==> config.mk <==
export PLATFORM = sky130hd
export DESIGN_NAME = cwf_fill_ctrl
export DESIGN_NICKNAME = d
export VERILOG_FILES = /design/src/rtl/cwf_pkg.sv /design/src/rtl/cwf_beat_seq.sv /design/src/rtl/cwf_line_buf.sv /design/src/rtl/cwf_fill_ctrl.sv
export SDC_FILE = /design/constraint.sdc
export NUM_CORES = 1
export LEC_CHECK = 0
export BUFFER_PORTS_ARGS = -buffer_cell sky130_fd_sc_hd__buf_2
export CAP_MARGIN = 40
export CORE_MARGIN = 5
export CORE_UTILIZATION = 39
export DETAILED_ROUTE_END_ITERATION = 8
export GPL_TIMING_DRIVEN = 0
export SLEW_MARGIN = 20
export SYNTH_ARGS = -nofsm -noshare
export SYNTH_HDL_FRONTEND = slang
export SYNTH_HIERARCHICAL = 1
export SYNTH_SLANG_ARGS = --single-unit
==> constraint.sdc <==
create_clock -name clk -period 7.9 [get_ports clk]
set_input_delay 0 -clock clk [delete_from_list [all_inputs] [get_ports clk]]
set_output_delay 0 -clock clk [all_outputs]
set_load 0.1 [all_outputs]
==> src/rtl/cwf_pkg.sv <==
package cwf_pkg;
   typedef enum logic [1:0] {
      ST_IDLE = 2'd0,
      ST_REQ  = 2'd1,
      ST_FILL = 2'd2
   } fill_state_e;
endpackage

==> src/rtl/cwf_beat_seq.sv <==
module cwf_beat_seq #(
   parameter int WORDS = 8,
   localparam int IDX_W = $clog2(WORDS)
) (
   input  logic             clk,
   input  logic             rst_n,
   input  logic             clear,
   input  logic             beat,
   input  logic [IDX_W-1:0] crit,
   input  logic             wrap,
   output logic [IDX_W-1:0] idx,
   output logic             last
);
   logic [IDX_W-1:0] cnt_q;

   always_ff @(posedge clk) begin
      if (!rst_n || clear) cnt_q <= '0;
      else if (beat)       cnt_q <= cnt_q + 1'b1;
   end

   // The power-of-two line length lets the wrap come from truncating the sum.
   always_comb begin
      idx  = wrap ? IDX_W'(crit + cnt_q) : cnt_q;
      last = (cnt_q == IDX_W'(WORDS - 1));
   end

   AST_WRAP_FIRST_IS_CRIT: assert property (@(posedge clk) disable iff (!rst_n)
      (beat && wrap && cnt_q == '0) |-> (idx == crit));
   AST_LINEAR_FIRST_IS_ZERO: assert property (@(posedge clk) disable iff (!rst_n)
      (beat && !wrap && cnt_q == '0) |-> (idx == '0));
endmodule

==> src/rtl/cwf_line_buf.sv <==
module cwf_line_buf #(
   parameter int WORDS  = 8,
   parameter int DATA_W = 32,
   localparam int IDX_W = $clog2(WORDS)
) (
   input  logic                    clk,
   input  logic                    we,
   input  logic [IDX_W-1:0]        widx,
   input  logic [DATA_W-1:0]       wdata,
   input  logic [IDX_W-1:0]        ridx,
   output logic [DATA_W-1:0]       rdata,
   output logic [WORDS*DATA_W-1:0] line
);
   logic [DATA_W-1:0] word_q [WORDS];

   for (genvar w = 0; w < WORDS; w++) begin : g_word
      always_ff @(posedge clk) begin
         if (we && widx == IDX_W'(w)) word_q[w] <= wdata;
      end
      assign line[w*DATA_W +: DATA_W] = word_q[w];
   end

   assign rdata = word_q[ridx];
endmodule

==> src/rtl/cwf_fill_ctrl.sv <==
module cwf_fill_ctrl #(
   parameter int WORDS  = 8,
   parameter int DATA_W = 32,
   parameter int LA_W   = 26,
   localparam int IDX_W = $clog2(WORDS)
) (
   input  logic                    clk,
   input  logic                    rst_n,
   input  logic                    miss_valid,
   input  logic [LA_W-1:0]         miss_line_addr,
   input  logic [IDX_W-1:0]        miss_word,
   input  logic                    miss_wrap,
   output logic                    busy,
   output logic                    mem_req_valid,
   input  logic                    mem_req_ready,
   output logic [LA_W-1:0]         mem_req_addr,
   output logic [IDX_W-1:0]        mem_req_first,
   output logic                    mem_req_wrap,
   input  logic                    mem_beat_valid,
   input  logic [DATA_W-1:0]       mem_beat_data,
   output logic                    cpu_valid,
   output logic [DATA_W-1:0]       cpu_data,
   output logic                    line_done,
   output logic [LA_W-1:0]         line_addr,
   output logic [WORDS*DATA_W-1:0] line_data
);
   import cwf_pkg::*;

   if (WORDS < 2 || (WORDS & (WORDS - 1)) != 0) begin : g_bad_words
      $error("cwf_fill_ctrl: WORDS must be a power of two, at least 2");
   end
   if (DATA_W < 1 || LA_W < 1) begin : g_bad_widths
      $error("cwf_fill_ctrl: DATA_W and LA_W must be positive");
   end

   fill_state_e      state_q;
   logic [LA_W-1:0]  addr_q;
   logic [IDX_W-1:0] crit_q;
   logic             wrap_q;
   logic             released_q;
   logic             cpu_valid_q;
   logic [DATA_W-1:0] cpu_data_q;
   logic             done_q;

   logic             accept;
   logic             beat;
   logic [IDX_W-1:0] beat_idx;
   logic             beat_last;
   logic [DATA_W-1:0] crit_word;

   assign busy   = (state_q != ST_IDLE);
   assign accept = miss_valid && !busy;
   assign beat   = (state_q == ST_FILL) && mem_beat_valid;

   cwf_beat_seq #(.WORDS(WORDS)) u_seq (
      .clk   (clk),
      .rst_n (rst_n),
      .clear (accept),
      .beat  (beat),
      .crit  (crit_q),
      .wrap  (wrap_q),
      .idx   (beat_idx),
      .last  (beat_last)
   );

   cwf_line_buf #(.WORDS(WORDS), .DATA_W(DATA_W)) u_buf (
      .clk   (clk),
      .we    (beat),
      .widx  (beat_idx),
      .wdata (mem_beat_data),
      .ridx  (crit_q),
      .rdata (crit_word),
      .line  (line_data)
   );

   always_ff @(posedge clk) begin
      if (!rst_n) begin
         state_q     <= ST_IDLE;
         addr_q      <= '0;
         crit_q      <= '0;
         wrap_q      <= 1'b0;
         released_q  <= 1'b0;
         cpu_valid_q <= 1'b0;
         cpu_data_q  <= '0;
         done_q      <= 1'b0;
      end else begin
         cpu_valid_q <= 1'b0;
         done_q      <= 1'b0;
         case (state_q)
            ST_IDLE: if (accept) begin
               state_q    <= ST_REQ;
               addr_q     <= miss_line_addr;
               crit_q     <= miss_word;
               wrap_q     <= miss_wrap;
               released_q <= 1'b0;
            end
            ST_REQ: if (mem_req_ready) state_q <= ST_FILL;
            ST_FILL: if (beat) begin
               if (beat_idx == crit_q) begin
                  cpu_valid_q <= 1'b1;
                  cpu_data_q  <= mem_beat_data;
                  released_q  <= 1'b1;
               end
               if (beat_last) begin
                  done_q  <= 1'b1;
                  state_q <= ST_IDLE;
               end
            end
            default: state_q <= ST_IDLE;
         endcase
      end
   end

   assign mem_req_valid = (state_q == ST_REQ);
   assign mem_req_addr  = addr_q;
   assign mem_req_first = wrap_q ? crit_q : '0;
   assign mem_req_wrap  = wrap_q;
   assign cpu_valid     = cpu_valid_q;
   assign cpu_data      = cpu_data_q;
   assign line_done     = done_q;
   assign line_addr     = addr_q;

   AST_REQ_HELD: assert property (@(posedge clk) disable iff (!rst_n)
      (mem_req_valid && !mem_req_ready) |=>
         (mem_req_valid && $stable(mem_req_addr) && $stable(mem_req_first) && $stable(mem_req_wrap)));
   AST_CPU_MATCHES_LINE: assert property (@(posedge clk) disable iff (!rst_n)
      cpu_valid |-> (cpu_data == crit_word));
   AST_SINGLE_RELEASE: assert property (@(posedge clk) disable iff (!rst_n)
      cpu_valid |-> !$past(released_q));
   AST_RELEASE_NOT_LATE: assert property (@(posedge clk) disable iff (!rst_n)
      line_done |-> released_q);
   AST_DONE_PULSE: assert property (@(posedge clk) disable iff (!rst_n)
      line_done |=> !line_done);
   AST_DONE_FREES: assert property (@(posedge clk) disable iff (!rst_n)
      line_done |-> !busy);
   AST_NO_STRAY_RELEASE: assert property (@(posedge clk) disable iff (!rst_n)
      (!busy && !line_done) |=> !cpu_valid);
endmodule

[After elaboration in Yosys (flattened, before gate mapping)]
Memory sizes are Yosys's and may differ from the RTL's.
Index checks and enable logic that the tools add are counted.
Word-level totals
  bits in registers: 69
  memory bits (writable): 256
  input port bits: 67
  output and inout bits: 348
  logic and storage cells: 99
  memories kept: 1
Cells by class
  add/sub/neg operators: 2
  equality and inequality tests: 15
  multiplexer cells: 46
  reductions and logical operators: 27
Memory list
  u_buf.word_q: words 8, bits a word 32, read ports 8, clocked after Yosys merged registers in 0, write ports 1, RTL line cwf_line_buf.sv:14  | logic [DATA_W-1:0] word_q [WORDS];
Operators with widths (count)
  32-bit two-way mux: 7
  32-bit OR reduction: 7
  3-bit two-way mux: 9
  1-bit two-way mux: 25
  3-bit equality test (second input constant): 5
  1-bit logical AND: 10
  2-bit two-way mux: 4
  3-bit by 2-bit equality test with 1-bit output (second input constant): 2
  2-bit by 1-bit inequality test with 1-bit output (second input constant): 3
  2-bit case mux with 3 select lines: 1
  3-bit AND reduction: 2
  4-bit AND reduction: 1
  3-bit by 1-bit adder with 3-bit output (second input constant): 1
  3-bit adder: 1
  3-bit by 1-bit equality test with 1-bit output (second input constant): 1
  3-bit equality test: 1
  3-bit zero test: 1
  2-bit by 1-bit equality test with 1-bit output (second input constant): 1
  2-bit equality test (second input constant): 1
  1-bit zero test: 2
  2-bit zero test: 1
  2-bit inequality test (second input constant): 1
  2-bit AND reduction: 1
  2-bit nonzero test: 1
  1-bit logical OR: 1

[Logic depth before layout (Yosys ltp)]
  word-level depth: 14
  gate-level depth with buffers: 9
  gate-level depth less buffers: 8

[By module]
Netlist, hierarchy kept.
By module, submodules not included
  cwf_line_buf: times used 1, cells each 383, area each 9825.7 µm², sequential area each 7687.4 µm²
  cwf_fill_ctrl: times used 1, cells each 321, area each 2810.2 µm², sequential area each 1321.3 µm²
  cwf_beat_seq: times used 1, cells each 19, area each 207.7 µm², sequential area each 60.1 µm²

[Worst setup path before layout]
No wires, ideal clock.
  path type: register to register
  from: register wrap_q (netlist: mem_req_wrap)
  to: memory u_buf.word_q[0][0] (enable)
  library setup time: 0.461 ns
  arrival time: 3.866 ns
  required time: 7.439 ns
  path slack: 3.573 ns
  stages on the path, launching flop included: 4
  buffers on the path: 0
  period minus slack after synthesis: 4.327 ns
  path through: dfxtp_1 -> mux2_2 -> nand2b_1 -> nor3_1
Between the ends
  cells in the longest elaborated chain, start to end: 13
  elaborated cells on any way between the ends: 54
  those cells by class: eq/ne (7); mux (31); reduce/logical (16)
RTL lines
  from (decl): RTL line cwf_fill_ctrl.sv:39  | logic wrap_q;
  from (signal assigned): RTL line cwf_fill_ctrl.sv:94  | wrap_q <= miss_wrap;
  3-bit two-way mux *: RTL line cwf_beat_seq.sv:23  | idx = wrap ? IDX_W'(crit + cnt_q) : cnt_q;
  net beat_idx[1]: RTL line cwf_fill_ctrl.sv:47  | logic [IDX_W-1:0] beat_idx;
  3-bit by 1-bit equality test with 1-bit output: RTL line cwf_line_buf.sv:18  | if (we && widx == IDX_W'(w)) word_q[w] <= wdata;
  1-bit logical AND: RTL line cwf_line_buf.sv:18
  1-bit two-way mux: RTL line cwf_line_buf.sv:18
  1-bit two-way mux (not written as such): RTL line cwf_line_buf.sv:18
  32-bit OR reduction (no line)
  3-bit two-way mux (no line) / 1-bit two-way mux (equally long branches) (7 in a row)
  to (decl): RTL line cwf_line_buf.sv:14
Mark *: on every way through the listed nets, which the timed path passes. The rest lies on a longest branch.

[Final worst setup path]
  from: register u_seq.cnt_q[0]
  to: memory u_buf.word_q[0][13] (enable)
Between the ends
  cells in the longest elaborated chain, start to end: 14
  elaborated cells on any way between the ends: 55
  those cells by class: add/sub (1); eq/ne (7); mux (31); reduce/logical (16)
RTL lines
  from (decl): RTL line cwf_beat_seq.sv:14  | logic [IDX_W-1:0] cnt_q;
  from (signal assigned): RTL line cwf_beat_seq.sv:18  | else if (beat) cnt_q <= cnt_q + 1'b1;
  3-bit adder *: RTL line cwf_beat_seq.sv:23
  3-bit two-way mux *: RTL line cwf_beat_seq.sv:23
  net beat_idx[1]: RTL line cwf_fill_ctrl.sv:47
  3-bit by 1-bit equality test with 1-bit output: RTL line cwf_line_buf.sv:18
  1-bit logical AND: RTL line cwf_line_buf.sv:18
  1-bit two-way mux: RTL line cwf_line_buf.sv:18
  1-bit two-way mux (not written as such): RTL line cwf_line_buf.sv:18
  32-bit OR reduction (no line)
  3-bit two-way mux (no line) / 1-bit two-way mux (equally long branches) (7 in a row)
Marked as above.

==> impl_metrics.toml <==
[clock_tree]
cts_post_setup_buffers_inserted = 0
clk_pin_slew_worst_paths_ns = 0.06
cts_tree = "built"
clock-sinks = 325
clk_latency_ns = 0.49
numCtsBuffers = 34
clockRootBuffer = "clkbuf_16"
clock_path_buffers = 3
htree_levels = 2

[grt]
grt_max_degree = 21
grt_pass1_wl_um = 43600
grt_pass1_vias = 7014
grt_overflow = 0
antenna_found_initial = 0
grt.total_usage = 0.185

[setup_path]
max_stage_delay_ns = 0.64
cp_cell_sequence = "ha_1 > fa_1 > mux2_2 > nand2b_1 > nor3_2 > buf_4 > buf_4"
critPathMaxFanout = 8
critPathArrivalTime_ns = 3.25
r2r_cells = 7
start_kind = "flop"
r2r_start = "u_seq/cnt_q[0]"
rrSetupSlack_ns = 4.85
startpoint = "u_seq/cnt_q[0]"
timing.rr.end = "u_buf/word_q[0][13]"
crit_slowest_cell = "nor3_2"
worstPathRequired_ns = 8.09
cp_top_family = "simple AND/OR/NAND/NOR gates"
critical_path_buf_inv_count = 2
worstSetupPathType = "reg -> reg"
endpoint_kind = "flop"
cp_common_cell = "buf_4"

[pwr]
leakagePower_nw = 6.25
p_per_area_mw_per_mm2 = 249
irDropWorstVdd_uv = 150

[routing]
drt_wl_total_um = 29900
vias_per_cell = 4.48
firstDrtPassIters = 4
drtIter0Drc = 483
wl_per_cell_um = 19.5
drc = 0
ant_nets = 0
vias = 6872

[final_layout]
num-fill-cells = 2158
final_common_cell = "buf_2"
final_cell_mix = "buf_2 (416), edfxtp_1 (256), nand2_1 (129)"
fin_cells = 1535
final_nets = 1210
drive_gt1_frac = 0.451
diodes = 0
final_util = 0.567
syn2layout_area_growth_pct = 42.7

[sta]
fmax_mhz = 328
tightest_slew_ns = 0.754
finalHoldViolations = 0
fin_tns_setup_ns = 0
finalSetupViolCount = 0
fin_crit_ns = 3.05
drv_slew = 0
min_period_over_period = 0.386
clock_skew_ns = 0.0102
rsz0062_at_grt = "no"
slew_headroom = 0.496

[floorplanning]
die_height_um = 176
io_pins = 415
start_util = 0.397
die_area_mm2 = 0.0310
row_count = 60
core_mm2 = 0.0271
dieWidth_um = 176

[placed_design]
io_buffers = 414
place_congestion = 0.781
dpl.cell_count = 1409
dp.final_hpwl_um = 21200

[min_path]
hold_path_end = "line_addr[6]"
min_path_cells = 6
worst_hold_path_type = "in -> reg"
hold_start = "miss_valid"

[outcome]
status = "complete, no violations"

[job]
maxCapViolCount = 0

[logic_synthesis]
avgSynthCellArea_um2 = 17.7
synth_fp_nets = 680
syn_area_mm2 = 0.0108
yosys_warnings = 6
synthCells = 609
-- final cells by class --
| class | instances | area [um^2] | area share |
|---|---|---|---|
| multi-input combinational | 235 | 1430 | 0.0933 |
| clock buffer | 44 | 930 | 0.0605 |
| sequential | 325 | 9070 | 0.591 |
| inverter | 2 | 7.51 | 0.000489 |
| buffer | 47 | 310 | 0.0202 |
| clock inverter | 16 | 208 | 0.0135 |
| tap | 372 | 465 | 0.0303 |
| timing repair buffer | 494 | 2940 | 0.191 |
-- sequential cells by signal, summed over array words and instances, names as in the netlist --
| name | count |
|---|---|
| line_addr | 26 |
| line_done | 1 |
| cpu_valid | 1 |
| crit_q | 3 |
| u_seq/cnt_q | 3 |
| state_q | 2 |
| mem_req_wrap | 1 |
| cpu_data | 32 |
| u_buf/word_q | 256 |
-- metal layers --
metal  track usage  share of wire  vias to the layer above
met5             0              0                        -
met4        0.0491          0.018                        0
met3        0.0505          0.092                       39
met2         0.320           0.49                      346
met1         0.230           0.40                     3267
li1              -              -                     3220
-- worst max path at each step --
stage,endpoint,cells past startpoint,slack [ns]
2_1_floorplan,u_buf/word_q[0][0],3,3.57
3_3_place_gp,u_buf/word_q[0][18],5,1.33
3_5_place_dp,u_buf/word_q[0][17],7,4.81
4_1_cts,u_buf/word_q[0][13],7,4.80
5_1_grt,cpu_data[2],9,4.56
6_report,u_buf/word_q[0][13],7,4.85
-- repair_timing --
item / CTS / global route
hold buffers: 66 / 0
setup endpoints to repair: 0 / 0
gates resized for setup: 0 / 0
endpoints found under the hold margin: 324 / 0
-- tightest hold or removal path: cells and delay by family --
kind / cells / cell delay, ns
buf+inv: 3 / 0.42
simple gates: 2 / 0.21
compound gates: 1 / 0.06
-- power by group --
group	internal, W	switching (W)	leakage (nW)
clock network	0.000994	0.000612	0.555
registers	0.00186	0.0000127	2.86
logic	0.0000815	0.000262	2.83
total	0.00294	0.000887	6.25
-- through the flow --
step / hold WS (ns) / setup slack (ns) / total power, W / instance area [um^2]
after floorplan: 0.0989 / 3.57 / 0.00215 / 10800
after global placement: 0.243 / 1.33 / 0.00222 / 13300
after detailed placement: 0.246 / 4.81 / 0.00223 / 13600
after CTS: 0.261 / 4.80 / 0.00387 / 15400
after global routing: 0.285 / 4.56 / 0.00396 / 15400
final: 0.265 / 4.85 / 0.00382 / 15400
No activity file was read; power rests on OpenSTA's default activity.
